$ cat src/rtl/dasr_pkg.sv
package dasr_pkg;
  // Width of a stage index, at least one bit.
  function automatic int unsigned idx_width(input int unsigned depth);
    return (depth <= 2) ? 1 : $clog2(depth);
  endfunction
endpackage

$ cat src/rtl/dasr_stage_chain.sv
module dasr_stage_chain #(
  parameter int unsigned DATA_W = 8,
  parameter int unsigned DEPTH  = 16
) (
  input  logic                    clk,
  input  logic                    ce,
  input  logic [DATA_W-1:0]       din,
  output logic [DEPTH*DATA_W-1:0] stage_flat
);
  logic [DATA_W-1:0] stg [DEPTH];

  for (genvar i = 0; i < DEPTH; i++) begin : g_stage
    if (i == 0) begin : g_head
      always_ff @(posedge clk) begin
        if (ce) stg[0] <= din;
      end
    end else begin : g_body
      always_ff @(posedge clk) begin
        if (ce) stg[i] <= stg[i-1];
      end
    end
    assign stage_flat[i*DATA_W +: DATA_W] = stg[i];
  end
endmodule

$ cat src/rtl/dasr_tap_mux.sv
module dasr_tap_mux #(
  parameter int unsigned DATA_W = 8,
  parameter int unsigned DEPTH  = 16,
  parameter int unsigned ADDR_W = 4
) (
  input  logic [DEPTH*DATA_W-1:0] stage_flat,
  input  logic [ADDR_W-1:0]       tap,
  output logic [DATA_W-1:0]       sel
);
  // Out-of-range taps fall back to the deepest stage.
  always_comb begin
    sel = stage_flat[(DEPTH-1)*DATA_W +: DATA_W];
    for (int k = 0; k < DEPTH; k++) begin
      if (int'(tap) == k) sel = stage_flat[k*DATA_W +: DATA_W];
    end
  end
endmodule

$ cat src/rtl/dasr_out_stage.sv
module dasr_out_stage #(
  parameter int unsigned DATA_W = 8
) (
  input  logic              clk,
  input  logic              rst,
  input  logic              ce,
  input  logic [DATA_W-1:0] d,
  output logic [DATA_W-1:0] q
);
  always_ff @(posedge clk) begin
    if (rst)     q <= '0;
    else if (ce) q <= d;
  end
endmodule

$ cat src/rtl/dyn_shift_delay.sv
module dyn_shift_delay #(
  parameter int unsigned DATA_W  = 8,
  parameter int unsigned DEPTH   = 16,
  parameter bit          OUT_REG = 1'b0,
  localparam int unsigned ADDR_W = dasr_pkg::idx_width(DEPTH)
) (
  input  logic              clk,
  input  logic              rst,
  input  logic              ce,
  input  logic [DATA_W-1:0] din,
  input  logic [ADDR_W-1:0] tap,
  output logic [DATA_W-1:0] q,
  output logic [DATA_W-1:0] q_last
);
  logic [DEPTH*DATA_W-1:0] stage_flat;
  logic [DATA_W-1:0]       tap_word;

  dasr_stage_chain #(.DATA_W(DATA_W), .DEPTH(DEPTH)) u_chain (
    .clk(clk), .ce(ce), .din(din), .stage_flat(stage_flat)
  );

  dasr_tap_mux #(.DATA_W(DATA_W), .DEPTH(DEPTH), .ADDR_W(ADDR_W)) u_mux (
    .stage_flat(stage_flat), .tap(tap), .sel(tap_word)
  );

  assign q_last = stage_flat[(DEPTH-1)*DATA_W +: DATA_W];

  if (OUT_REG) begin : g_reg_out
    dasr_out_stage #(.DATA_W(DATA_W)) u_out (
      .clk(clk), .rst(rst), .ce(ce), .d(tap_word), .q(q)
    );
  end else begin : g_comb_out
    logic rst_unused;
    assign rst_unused = rst;
    assign q = tap_word;
  end
endmodule

$ cat config.mk
export PLATFORM = sky130hd
export DESIGN_NAME = dyn_shift_delay
export DESIGN_NICKNAME = d
export VERILOG_FILES = /design/src/rtl/dasr_pkg.sv /design/src/rtl/dasr_stage_chain.sv /design/src/rtl/dasr_tap_mux.sv /design/src/rtl/dasr_out_stage.sv /design/src/rtl/dyn_shift_delay.sv
export SDC_FILE = /design/constraint.sdc
export NUM_CORES = 1
export LEC_CHECK = 0
export BUFFER_PORTS_ARGS = -buffer_cell sky130_fd_sc_hd__buf_2
export CAP_MARGIN = 30
export CORE_MARGIN = 1
export CORE_UTILIZATION = 60
export DETAILED_ROUTE_END_ITERATION = 8
export PLACE_DENSITY = 0.77
export SETUP_SLACK_MARGIN = 0.2
export SYNTH_ARGS = -nofsm -noshare
export SYNTH_HDL_FRONTEND = slang
export SYNTH_SLANG_ARGS = --single-unit
$ cat constraint.sdc
create_clock -name clk -period 5.68 [get_ports clk]
set_clock_uncertainty 0.2 [all_clocks]
set_input_delay 0.852 -clock clk [delete_from_list [all_inputs] [get_ports clk]]
set_output_delay 0.852 -clock clk [all_outputs]
set_load 0.02 [all_outputs]
# Word-level counts from Yosys, hierarchy flattened
# Memory sizes are Yosys's and may differ from the RTL's.
# Cells that the tools add are included.
# totals
regBits	0
ram_bits	128
out_inout_bits	16
mem_count	1
# classes
n_eq_ne	15
mux	18
reduce_logical	1
# mem_list
memory	depth	word_bits	rd	rd_ports_with_merged_regs	write_ports	line_no	rtl
u_chain.stg	16	8	16	0	16	dasr_stage_chain.sv:10	logic [DATA_W-1:0] stg [DEPTH];
# op_table
op	n
$mux W8	16
$eq A4 B4 Y1 const B	8
$eq A4 B3 Y1 const B	4
$eq A4 B2 Y1 const B	2
$eq A4 B1 Y1 const B	1
$logic_not A4 Y1	1
$mux W1	2

# Depth between registers and ports, before layout
# Gate-level depths: netlist of the first run.
# depth
depth_word	17
mapped_depth	8
ltp_nobuf	5

# Modules after synthesis
# A second synthesis of the first run with hierarchy kept.
# unflattened
hier_cells	339
hier_area_um2	5436.5
# by_module_without_submodules
module	instances	cells_per_inst	area_per_inst_um2	seq_area_each_um2
dasr_stage_chain	1	128	3843.7	3843.7
dasr_tap_mux	1	211	1592.8	0.0

# Least setup slack after synthesis of the first run
# Ideal clock, no wire load.
# synth_path
path_type	in2out
from	input tap[0]
to	output q[7]
arrival_ns	2.342
setup_slack_ns	2.286
stages	7
n_path_buf	3
cell_sequence	buf_6 buf_4 buf_2 a221oi_1 o21a_1 o32ai_1 o21ai_0
# synth_via
elab_chain_cells	17
word_cells_on_any_way	32
# synth_lines
element	line_no	rtl
from (decl)	dyn_shift_delay.sv:11	input logic [ADDR_W-1:0] tap,
$logic_not A4 Y1	dasr_tap_mux.sv:14	if (int'(tap) == k) sel = stage_flat[k*DATA_W +: DATA_W];
$mux W8 (15 in series)	dasr_tap_mux.sv:14	
$mux W8 *	dasr_tap_mux.sv:14	
to (decl)	dyn_shift_delay.sv:12	output logic [DATA_W-1:0] q,
# Every way passes the cells marked *; elsewhere a longest branch is shown, timed or not.

# Worst setup path in the final report of the first run
# Ends and elaborated chain as after synthesis.

==> results of run 1 <==
==> layout make-up <==
| cell class | count | share of cell area, % |
|---|---|---|
| inverter | 9 | 0.545 |
| clock buffer | 18 | 6.74 |
| clock inverter | 13 | 2.36 |
| sequential | 128 | 62.0 |
| timing repair buffer | 33 | 3.07 |
| tap | 108 | 2.18 |
| multi-input combinational | 200 | 23.1 |
==> worst paths after layout <==
check,start,endpoint,slack [ns],cells past startpoint
hold / removal,u_chain.stg[1][35]$_DFFE_PP_,u_chain.stg[1][43]$_DFFE_PP_,0.24,0
setup / recovery,tap[0],q[7],1.38,8
setup reg to reg,u_chain.stg[1][1]$_DFFE_PP_,u_chain.stg[1][9]$_DFFE_PP_,4.77,0
hold reg to reg,u_chain.stg[1][35]$_DFFE_PP_,u_chain.stg[1][43]$_DFFE_PP_,0.24,0
==> critical path, cell delays in order <==
cell	delay [ns]
buf_2	0.55
buf_4	0.47
nor2b_1	0.49
a22o_1	0.22
o21ai_0	0.07
a221oi_1	0.28
o21ai_0	0.12
buf_2	0.17
==> power breakdown <==
part           switching (uW)  internal, uW
registers                30.1          1110
clock network             379           658
logic                     108          64.7
total                     517          1830
==> kinds of logic (layout without fill, tap and decap cells) <==
family,count (synthesis),in the layout,synth area share (%)
flops,128,128,70.1
compound gates,106,106,12.9
simple gates,63,63,5.72
buf+inv,39,73,3.85
mux,31,31,7.48
==> through the flow <==
step	cell area, sq um	instances
2_1_floorplan	5490	367
3_3_place_gp	5610	477
3_5_place_dp	5630	478
4_1_cts	6200	509
5_1_grt	6200	509
6_report	6200	509
==> cells in the mapped netlist (3+ instances only) <==
cell	n
edfxtp_1	128
o21ai_0	25
a21oi_1	24
mux2i_1	17
nand2_1	17
buf_2	16
nor2_1	14
buf_4	10
nand2b_1	10
inv_1	7
mux2_2	7
nand3_1	7
a211oi_1	6
mux4_2	6
a22oi_1	5
a221oi_1	4
a32o_1	4
nor2b_1	4
o21a_1	4
a21o_1	3
a22o_1	3
a31oi_1	3
clkbuf_1	3
nor3_1	3
o22ai_1	3
o32ai_1	3
==> per-layer routing <==
metal,up-vias,routed length (um),share of wire [%],GRT usage (%)
li1,1495,-,-,-
met1,1650,4740,44,35.3
met2,148,5050,47,36.4
met3,22,741,6.9,6.47
met4,0,242,2.2,11.1
met5,-,0,0,0
==> impl_metrics.env, run 1 <==
export IMPL_status="finished with violations"
export IMPL_failed_checks="design-rule violations"
export IMPL_ys_top_cells_by_area="edfxtp_1, mux2i_1, mux4_2"
export IMPL_syn_nets=382
export IMPL_cts_setup_buffers=0
export IMPL_final_cell_mix="edfxtp_1, buf_2, o21ai_0"
export IMPL_grt_pass1_vias=3270
export IMPL_postCtsHoldBufs=0
export IMPL_htree_levels=4
export IMPL_start_kind="input pin"
export IMPL_boundaryPins=31
export IMPL_synth_cell_types=48
export IMPL_numPortBuffers=29
export IMPL_vias=3315
export IMPL_synthCells=367
export IMPL_root_buffer="clkbuf_8"
export IMPL_min_period_ns=4.30
export IMPL_antenna_cells=0
export IMPL_gp_congestion=0.778
export IMPL_syn_area_sq_mm=0.00549
export IMPL_max_freq_mhz=232
export IMPL_period_share_pct=75.8
export IMPL_layout_nets=404
export IMPL_maxCapViolations=0
export IMPL_cp_max_fo=33
export IMPL_cp_required_ns=4.63
export IMPL_synth_edf_count=128
export IMPL_overflow=0
export IMPL_p_leak_uw=0.00221
export IMPL_timing_hold_ws_ns=0.241
export IMPL_viasPerCell=6.51
export IMPL_clk_pin_slew_ns=0.05
export IMPL_worstSetupEndpointType="primary output"
export IMPL_total_power_uw=2350
export IMPL_synth_top_area_share_pct=70.1
export IMPL_mostFrequentLayoutCell="edfxtp_1"
export IMPL_finalWirelength_mm=10.8
export IMPL_post_place_ws_ns=1.40
export IMPL_regArea_sq_mm=0.00384
export IMPL_core_area_sq_mm=0.00881
export IMPL_die_w_um=97.6
export IMPL_antenna_found_initial=0
export IMPL_multiInputGateArea_sq_mm=0.00143
export IMPL_cts_sinks=128
export IMPL_clock_latency_ns=0.51
export IMPL_top_regs="u_chain.stg x128"
export IMPL_ys_async_sr_fraction_pct=0
export IMPL_largest_register="u_chain.stg"
export IMPL_die_h_um=97.6
export IMPL_cp_arrival_ns=3.25
export IMPL_wl_per_cell_um=21.2
export IMPL_firstDrtPassIters=7
export IMPL_grt_start_max_net_pins=49
export IMPL_finalWorstSetupSlack_ns=1.38
export IMPL_fin_util_pct=70.4
export IMPL_p_per_area_mw_per_mm2=378
export IMPL_tightest_slew_ns=0.752
export IMPL_setup_viol=0
export IMPL_cts_tree="yes"
export IMPL_rsz0062_at_grt="no"
export IMPL_hold_viol=0
export IMPL_ir_drop_v=0.000203
export IMPL_place_hpwl_mm=6.51
export IMPL_slew_headroom_pct=49.9
export IMPL_syn_avg_cell_area_sq_um=14.9
export IMPL_grt_pass1_wl_mm=17.5
export IMPL_cts_resized=0
export IMPL_drive_above_1_share_pct=19.0
export IMPL_ys_warn_count=0
export IMPL_cts_buffers=17
export IMPL_n_fill_cell=567
export IMPL_ant_nets=0
export IMPL_synthToLayoutAreaGrowth_pct=13.0
export IMPL_core_rowCount=34
export IMPL_hp_class="register to register"
export IMPL_slew_viol_final=0
export IMPL_dieArea_sq_mm=0.00953
export IMPL_gr_usage_all_layers_pct=24.8
export IMPL_synth_seq_cells=128
export IMPL_drcViolationCount=3
export IMPL_synth_seq_area_share_pct=70.1
export IMPL_worstSetupPathType="input pin to primary output"
export IMPL_yosys_area_top_type="edfxtp_1"
export IMPL_cts_buffer_depth=2
export IMPL_fin_tns_setup_ns=0
export IMPL_largest_reg_flops=128
export IMPL_synth_ff_type="edfxtp_1"
export IMPL_floorplan_initialDensity_pct=62.3
export IMPL_initialDrtViolationCount=411
(Power assumes the default switching activity.)
==> run 2, diff against run 1 <==
- CORE_UTILIZATION: 60 -> 54
- PLACE_DENSITY: 0.77 -> 0.73
- clock period: 5.68 -> 3.67 ns (I/O delays scaled with it)
==> run 2 against run 1 <==
  * The flow now finishes without violations
  * Clock-buffer cell count decreased by 1
  * Global-route usage decreased by 1.4 points
  * Final cell count increased by 8.1%
  * Sequential power increased by 54%
  * Sequential cell count unchanged
  * Critical endpoint is now q[5]
  * Via count increased by 2.0%
  * Power increased by 56%
  * Critical path depth decreased by 1
  * Clock power increased by 55%
==> impl_metrics.env, run 2 (synthesized netlist as in run 1, its figures left out) <==
export IMPL_status="completed"
export IMPL_grt_pass1_vias=3304
export IMPL_htree_levels=4
export IMPL_combPwrFrac_pct=7.8
export IMPL_boundaryPins=31
export IMPL_grt_pass1_wl_mm=17.8
export IMPL_cts_buffer_depth=2
export IMPL_tightest_slew_ns=0.551
export IMPL_numPortBuffers=29
export IMPL_overflow=0
export IMPL_cp_arrival_ns=2.58
export IMPL_use_met2_pct=34.6
export IMPL_drcViolationCount=0
export IMPL_cp_required_ns=2.92
export IMPL_top_regs="u_chain.stg x128"
export IMPL_gr_usage_all_layers_pct=23.5
export IMPL_largest_reg_flops=128
export IMPL_antenna_found_initial=0
export IMPL_drive_above_1_share_pct=19.7
export IMPL_slew_headroom_pct=62.9
export IMPL_p_per_area_mw_per_mm2=574
export IMPL_path_cells="buf_2 -> clkinv_1 -> a32o_1 -> o22a_1 -> a221oi_1 -> o21ai_1 -> buf_2"
export IMPL_mostFrequentLayoutCell="edfxtp_1"
export IMPL_path_buf_inv=3
export IMPL_maxCapViolations=0
export IMPL_r2r_cells=0
export IMPL_hp_class="input pin to register"
export IMPL_period_share_pct=90.7
export IMPL_clk_pin_slew_ns=0.05
export IMPL_p_leak_uw=0.00227
export IMPL_hold_viol=0
export IMPL_whs_path_depth=1
export IMPL_r2r_end="u_chain.stg[1][44]$_DFFE_PP_"
export IMPL_start_kind="input pin"
export IMPL_finalWirelength_mm=11.4
export IMPL_min_period_ns=3.33
export IMPL_fin_util_pct=64.8
export IMPL_crit_slowest_cell="clkinv_1"
export IMPL_initialDrtViolationCount=325
export IMPL_max_stage_delay_ns=0.51
export IMPL_grt_start_max_net_pins=93
export IMPL_cts_buffers=17
export IMPL_viasPerCell=6.15
export IMPL_ir_drop_v=0.000498
export IMPL_place_hpwl_mm=6.88
export IMPL_core_area_sq_mm=0.00982
export IMPL_cts_sinks=128
export IMPL_met3_usage_pct=7.05
export IMPL_path_delay_family="buffers and inverters"
export IMPL_hold_path_end="u_chain.stg[0][3]$_DFFE_PP_"
export IMPL_crit_cells=7
export IMPL_p_sw_uw=816
export IMPL_fin_tns_setup_ns=0
export IMPL_final_cell_mix="edfxtp_1, buf_2, o21ai_0"
export IMPL_largest_register="u_chain.stg"
export IMPL_worstSetupPathType="input pin to primary output"
export IMPL_r2r_start="u_chain.stg[1][36]$_DFFE_PP_"
export IMPL_slew_viol_final=0
export IMPL_cts_setup_buffers=0
export IMPL_setup_viol=0
export IMPL_rsz0062_at_grt="no"
export IMPL_wl_per_cell_um=20.6
export IMPL_power_internal_uw=2840
export IMPL_clock_latency_ns=0.52
export IMPL_switching_share_pct=22.3
export IMPL_root_buffer="clkbuf_8"
export IMPL_synthToLayoutAreaGrowth_pct=15.9
export IMPL_r2r_setup_slack_ns=2.75
export IMPL_ant_nets=0
export IMPL_dieArea_sq_mm=0.0106
export IMPL_die_h_um=103
export IMPL_firstDrtPassIters=5
export IMPL_p_clk_share_pct=44.1
export IMPL_layout_nets=419
export IMPL_pwr_share_seq_pct=48.2
export IMPL_antenna_cells=0
export IMPL_max_freq_mhz=300
export IMPL_cts_tree="yes"
export IMPL_core_rowCount=36
export IMPL_hp_start="din[3]"
export IMPL_grt_busiest_layer="met2"
export IMPL_timing_hold_ws_ns=0.0162
export IMPL_grt_use_met1_pct=32.5
export IMPL_die_w_um=103
export IMPL_critPathMostFrequentCell="buf_2"
export IMPL_gp_congestion=0.820
export IMPL_vias=3382
export IMPL_worstSetupEndpointType="primary output"
export IMPL_cp_max_fo=23
export IMPL_floorplan_initialDensity_pct=55.9
run 2: routing by layer:
metal / part of all wire, % / up-vias
li1: - / 1522
met1: 43 / 1667
met2: 47 / 168
met3: 7.7 / 25
met4: 2.2 / 0
met5: 0 / -
run 2: final cells by class:
type	instances	area, sq um
tap	133	166
fill	735	3460
multi-input combinational	200	1430
sequential	128	3840
timing repair buffer	48	320
clock inverter	15	150
inverter	9	33.8
clock buffer	17	414
run 2: repair_timing:
action	in CTS	in global routing
gates resized for setup	0	0
hold endpoints to repair	7	0
hold buffers	7	0
run 2: power groups by stage:
stage / Combinational, uW / Sequential, uW / Clock [uW]
6_report: 283 / 1760 / 1610
5_1_grt: 308 / 1770 / 1690
4_1_cts: 283 / 1760 / 1640
3_5_place_dp: 275 / 1790 / 0
3_3_place_gp: 269 / 1780 / 0
2_1_floorplan: 185 / 1770 / 0
run 2: how the worst max path moves through the flow:
stage,from,end
after floorplan,tap[0],q[7]
after global placement,tap[1],q[5]
after detailed placement,tap[1],q[5]
after CTS,tap[1],q[5]
after global routing,tap[1],q[5]
final,tap[1],q[5]
run 2: metrics by stage:
| stage | worst slack (ns) | instance area, sq um | total power, uW | instances |
|---|---|---|---|---|
| 6_report | 0.340 | 6360 | 3650 | 550 |
| 5_1_grt | 0.228 | 6360 | 3760 | 550 |
| 4_1_cts | 0.369 | 6360 | 3680 | 550 |
| 3_5_place_dp | 0.387 | 5730 | 2060 | 511 |
| 3_3_place_gp | 0.390 | 5730 | 2050 | 511 |
| 2_1_floorplan | 0.879 | 5490 | 1950 | 367 |
